==> config.mk <==
export PLATFORM = sky130hd
export DESIGN_NAME = dbg_trap_filter
export DESIGN_NICKNAME = d
export VERILOG_FILES = /design/src/rtl/dbg_trap_pkg.sv /design/src/rtl/trap_class_decode.sv /design/src/rtl/trap_reason_reg.sv /design/src/rtl/trap_stall_reg.sv /design/src/rtl/dbg_trap_filter.sv
export SDC_FILE = /design/constraint.sdc
export NUM_CORES = 1
export LEC_CHECK = 0
export BUFFER_PORTS_ARGS = -buffer_cell sky130_fd_sc_hd__clkbuf_2
export CAP_MARGIN = 20
export CORE_MARGIN = 10
export CORE_UTILIZATION = 40
export DETAILED_ROUTE_END_ITERATION = 16
export GPL_TIMING_DRIVEN = 0
export PLACE_DENSITY = 0.77
export SLEW_MARGIN = 5
export SYNTH_ARGS = -nofsm -noshare
export SYNTH_HDL_FRONTEND = slang
export SYNTH_HIERARCHICAL = 1
export SYNTH_SLANG_ARGS = --single-unit
==> constraint.sdc <==
create_clock -name clk -period 1.5 [get_ports clk]
set_clock_uncertainty 0.2 [all_clocks]
set_input_delay 0.15 -clock clk [delete_from_list [all_inputs] [get_ports clk]]
set_output_delay 0.15 -clock clk [all_outputs]
set_load 0.005 [all_outputs]
==> src/rtl/dbg_trap_pkg.sv <==
`timescale 1ns/1ps
package dbg_trap_pkg;

    localparam int NUM_CLASSES = 13;
    localparam int CODE_W      = 4;

    typedef enum logic [CODE_W-1:0] {
        EXC_RESET    = 4'd0,
        EXC_BUSERR   = 4'd1,
        EXC_DPAGE    = 4'd2,
        EXC_IPAGE    = 4'd3,
        EXC_TICK     = 4'd4,
        EXC_ALIGN    = 4'd5,
        EXC_ILLEGAL  = 4'd6,
        EXC_EXTINT   = 4'd7,
        EXC_DTLBMISS = 4'd8,
        EXC_ITLBMISS = 4'd9,
        EXC_RANGE    = 4'd10,
        EXC_SYSCALL  = 4'd11,
        EXC_TRAP     = 4'd12
    } exc_class_e;

    typedef logic [NUM_CLASSES-1:0] class_vec_t;

    typedef struct packed {
        logic       valid;
        class_vec_t hit;
    } trap_event_t;

    function automatic logic code_in_range(input logic [CODE_W-1:0] code);
        return int'(code) < NUM_CLASSES;
    endfunction

endpackage

==> src/rtl/trap_class_decode.sv <==
`timescale 1ns/1ps
module trap_class_decode #(
    parameter int NCLS  = dbg_trap_pkg::NUM_CLASSES,
    parameter int CW    = dbg_trap_pkg::CODE_W
) (
    input  logic            valid,
    input  logic [CW-1:0]   code,
    input  logic [NCLS-1:0] enable,
    output logic [NCLS-1:0] hit
);
    // One comparator per class; codes beyond NCLS-1 match no slot.
    for (genvar g = 0; g < NCLS; g++) begin : g_slot
        assign hit[g] = valid && (code == CW'(g)) && enable[g];
    end
endmodule

==> src/rtl/trap_reason_reg.sv <==
`timescale 1ns/1ps
module trap_reason_reg #(
    parameter int NCLS = dbg_trap_pkg::NUM_CLASSES
) (
    input  logic            clk,
    input  logic            rst,
    input  logic            wr_en,
    input  logic [NCLS-1:0] wr_data,
    input  logic [NCLS-1:0] set_bits,
    output logic [NCLS-1:0] value
);
    logic [NCLS-1:0] base;

    always_comb base = wr_en ? wr_data : value;

    always_ff @(posedge clk) begin
        if (rst) value <= '0;
        else     value <= base | set_bits;
    end
endmodule

==> src/rtl/trap_stall_reg.sv <==
`timescale 1ns/1ps
module trap_stall_reg (
    input  logic clk,
    input  logic rst,
    input  logic update,
    input  logic level,
    output logic stall
);
    always_ff @(posedge clk) begin
        if (rst)         stall <= 1'b0;
        else if (update) stall <= level;
    end
endmodule

==> src/rtl/dbg_trap_filter.sv <==
`timescale 1ns/1ps
module dbg_trap_filter #(
    parameter int NUM_CLASSES = dbg_trap_pkg::NUM_CLASSES,
    parameter int CODE_W      = dbg_trap_pkg::CODE_W
) (
    input  logic                   clk,
    input  logic                   rst,
    input  logic                   exc_valid,
    input  logic [CODE_W-1:0]      exc_code,
    input  logic [NUM_CLASSES-1:0] stop_mask,
    input  logic                   reason_wr_en,
    input  logic [NUM_CLASSES-1:0] reason_wr_data,
    output logic                   intercept,
    output logic                   stall_req,
    output logic [NUM_CLASSES-1:0] reason
);
    typedef struct packed {
        logic                   valid;
        logic [NUM_CLASSES-1:0] hit;
    } evt_t;

    evt_t evt;

    trap_class_decode #(.NCLS(NUM_CLASSES), .CW(CODE_W)) u_decode (
        .valid  (exc_valid),
        .code   (exc_code),
        .enable (stop_mask),
        .hit    (evt.hit)
    );

    assign evt.valid = exc_valid;
    assign intercept = |evt.hit;

    trap_reason_reg #(.NCLS(NUM_CLASSES)) u_reason (
        .clk      (clk),
        .rst      (rst),
        .wr_en    (reason_wr_en),
        .wr_data  (reason_wr_data),
        .set_bits (evt.hit),
        .value    (reason)
    );

    trap_stall_reg u_stall (
        .clk    (clk),
        .rst    (rst),
        .update (evt.valid),
        .level  (intercept),
        .stall  (stall_req)
    );
endmodule

# Yosys cells after proc, flatten, opt, wreduce, memory -nomap -nowiden
# Cells that the tools add are included.
totals:
  reg_bits: 14
  input_bits: 34
  output_inout_bits: 15
  elab_cells: 44
classes:
  n_eq_ne: 12
  mux: 1
  bitwise_logic: 1
  reduce_logical: 28
ops:
  columns: ["op", "count"]
  rows:
  - ["1-bit logical AND", 26]
  - ["4-bit == test (second input constant)", 5]
  - ["4-bit by 3-bit == test with 1-bit output (second input constant)", 4]
  - ["13-bit 2-to-1 mux", 1]
  - ["13-bit bitwise OR", 1]
  - ["13-bit OR reduction", 1]
  - ["4-bit by 2-bit == test with 1-bit output (second input constant)", 2]
  - ["4-bit by 1-bit == test with 1-bit output (second input constant)", 1]
  - ["4-bit logical NOT", 1]

# Logic depth before layout (Yosys ltp)
logic_depth:
  ltp_word: 4
  mapped_depth: 6
  ltp_nobuf: 6

# Modules after synthesis
# The synthesis kept the hierarchy.
by_module_without_submodules:
  columns: ["module", "instances", "cells_per_inst", "area_per_inst_um2", "seq_area_each_um2"]
  rows:
  - ["trap_reason_reg", 1, 55, 539.3, 260.2]
  - ["trap_class_decode", 1, 20, 145.1, 0.0]
  - ["trap_stall_reg", 1, 3, 33.8, 20.0]
  - ["dbg_trap_filter", 1, 5, 27.5, 0.0]

# Worst setup path after synthesis
# No wires, ideal clock.
synth_timing:
  path_type: "input to register"
  from: "input exc_valid"
  to: "register u_stall.stall"
  setup_ps: 114
  arrival_ps: 1124
  required_time_ps: 1186
  path_slack_ps: 61
  cell_stages: 6
  n_path_buf: 0
  cell_sequence: "and3b_1 -> and3_2 -> nor4_1 -> nand4_1 -> mux2i_1 -> nor2_1"
synth_rtl:
  columns: ["item", "line", "rtl"]
  rows:
  - ["start: declaration", "dbg_trap_filter.sv:8", "input logic exc_valid,"]
  - ["end signal: assignment", "trap_stall_reg.sv:11", "else if (update) stall <= level;"]
  - ["end: declaration", "trap_stall_reg.sv:7", "output logic stall"]

==> results_dict.tcl <==
set metrics [dict create \
    status "finished, violations left" \
    failed_checks "negative hold slack, negative setup slack" \
    dp_hpwl_mm 1.94 \
    fin_nets 186 \
    cp.arrival_ns 1.15 \
    crit_path_top_delay_cell "nor3b_4" \
    drt_wl_total_mm 2.73 \
    coreArea_um2 1750 \
    path_buf_inv 3 \
    grt_first_pass_wirelength_mm 4.20 \
    pwr-share-seq_pct 48.7 \
    power_frac_clock_pct 24.5 \
    vias_per_cell 4.89 \
    wl_per_cell_um 15.6 \
    p_int_mw 0.626 \
    synthToLayoutAreaGrowth_pct 79.2 \
    ys_ff_latch 14 \
    synth-edff-count 0 \
    ios 49 \
    cap_viol_max_count 0 \
    vias 855 \
    swShare_pct 25.1 \
    layout_commonest_cell "clkbuf_2" \
    power.leakage_nw 0.670 \
    place_congestion 0.767 \
    root_buffer "clkbuf_4" \
    rsz0062_at_grt "true" \
    grt_pass1_vias 908 \
    floorplan.initialDensity_pct 42.7 \
    syn_area_per_cell_um2 8.98 \
    synth_area_um2 746 \
    cts-htree-levels 1 \
    first_pass_iters 4 \
    maxSlewViolCount 0 \
    die_h_um 63.2 \
    vdd_drop_max_mv 0.485 \
    cp.required_ns 1.15 \
    synth_area_leaders "dfxtp_1 38%, mux2i_1 19%, a21oi_1 8.7%" \
    slew_headroom_pct 71.2 \
    port_buffers 47 \
    synth_top_flop_cell "dfxtp_1" \
    yosys.area_share.simple_pct 23.7 \
    layout_common_cells "41 x clkbuf_2, 14 x mux2i_1, 14 x dfxtp_1" \
    syn_nets 117 \
    fp.dieW_um 63.2 \
    synth_top_cell_by_area "dfxtp_1" \
    nFillCells 126 \
    critPathKind "in2out" \
    worst_slew_pin_slew_ns 0.432 \
    setup_tns_ns -0.00307 \
    grt_usage_pct 12.6 \
    fin_hold_ws_ns -0.0000840 \
    period_needed_ns 1.50 \
    synth-xor-area-share_pct 0 \
    cts.sinks 14 \
    synthAdderAreaFrac_pct 0 \
    drc 0 \
    first_iter_violations 22 \
    clockBufferDepth 2 \
    worst_slack_ns -0.00307 \
    antenna_found_initial 0 \
    async_flop_share_pct 0 \
    die_area_um2 3990 \
    final_core_util_pct 76.6 \
    synth.distinct_cells 19 \
    core.rowCount 15 \
    cts_tree "done" \
    finalHoldViolCount 1 \
    clock_latency_ns 0.27 \
    power.net_switching_mw 0.210 \
    clk_pin_slew_ns 0.08 \
    yosys_warnings 6 \
    p_per_area_nw_per_um2 625 \
    grt.overflow.total 0 \
    postSynthCellCount 83 \
    period_share_pct 100 \
    cp_slowest_stage_delay_ns 0.26 \
    insertedDiodeCount 0 \
    comb_power_share_pct 26.8 \
    synth-seq-area-share_pct 37.6 \
    synth_compound_area_share_pct 8.72 \
    crit_family "simple AND/OR/NAND/NOR gates" \
    numCtsBuffers 3 \
    min_path_type "in2reg" \
    max_freq_mhz 665 \
    grt_max_degree 11 \
    synth_mux_area_share_pct 18.8 \
    route.antenna.remaining_nets 0 \
    crit_path_end_kind "output port" \
    setup_viol 1 \
    cp-start-kind "primary input" \
    worstPathMaxFanout 4 \
    synth_top_area_share_pct 37.6 \
    synth_top_family_by_area "simple AND/OR/NAND/NOR gates" \
    critical_path.cell_chain "buf_8 -> buf_6 -> nor3b_4 -> and4_1 -> nor2_1 -> nand4_1 -> buf_2" \
    drive_gt1_share_pct 48.0 \
]
-- final cells by class --
class	count	area (um2)	area share, %
Sequential cell	14	280	21.0
Multi-Input combinational cell	53	474	35.5
Clock buffer	3	22.5	1.69
Inverter	13	48.8	3.65
Tap cell	25	31.3	2.34
Timing Repair Buffer	64	444	33.2
Buffer	3	35.0	2.62
-- worst reg2reg max path, cell delays in order (launching register included) --
cell	delay, ns
dfxtp_1	0.31
mux2i_1	0.12
a21oi_1	0.08
dlygate4sd3_1	0.54
-- synthesized netlist by cell type (2+ instances only) --
| cell | n |
|---|---|
| and3_1 | 10 |
| nor4_1 | 2 |
| and4_1 | 2 |
| dfxtp_1 | 14 |
| nor2_1 | 3 |
| mux2i_1 | 14 |
| and3_2 | 2 |
| inv_1 | 13 |
| a21oi_1 | 13 |
-- cell families (layout without fill, tap and decap cells) --
family / Yosys count / after routing
multiplexers: 14 / 14
AND/OR/NAND/NOR: 26 / 26
AO/OA/AOI/OAI: 13 / 13
buffers and inverters: 16 / 83
flip-flops: 14 / 14
-- what timing repair did --
action / CTS / global route
pin swaps: 9 / 10
buffers inserted: 3 / 1
hold buffers: 13 / 0
gates resized for setup: 19 / 12
endpoints found under the hold margin: 12 / 0
endpoints found under the setup margin: 1 / 2
-- per-stage QoR --
stage,setup WS [ns],instances,power (mW),cell area (um2)
floorplan,0.0613,83,0.488,746
global placement,-0.193,155,0.568,1010
detailed placement,-0.217,155,0.575,1010
CTS,-0.0102,174,0.825,1290
global route,-0.0894,175,0.875,1340
finish,-0.00307,175,0.836,1340
-- sequential cells by signal, indices dropped and copies added (netlist names) --
| signal | cells |
|---|---|
| u_reason/value | 13 |
| u_stall/stall | 1 |
-- power groups by stage --
stage,registers [mW],clock network [mW],logic (mW)
finish,0.407,0.205,0.224
floorplan,0.417,0,0.0713
CTS,0.407,0.206,0.213
detailed placement,0.415,0,0.160
global placement,0.413,0,0.155
global route,0.410,0.223,0.242
-- worst paths after layout --
path | startpoint | endpoint | slack, ns | cells past startpoint
setup / recovery | exc_code[0] | intercept | -0.003 | 7
hold / removal | reason_wr_data[8] | u_reason/value[8] | -0.00008 | 3
setup reg to reg | u_reason/value[12] | u_reason/value[12] | 0.14 | 3
hold reg to reg | u_stall/stall | u_stall/stall | 0.31 | 2
-- per-layer routing --
layer	GRT usage, %	wire (um)
met3	3.36	155
met5	0	0
met1	12.2	998
met2	24.6	1550
met4	4.92	27
No activity file was read; power rests on OpenSTA's default activity.
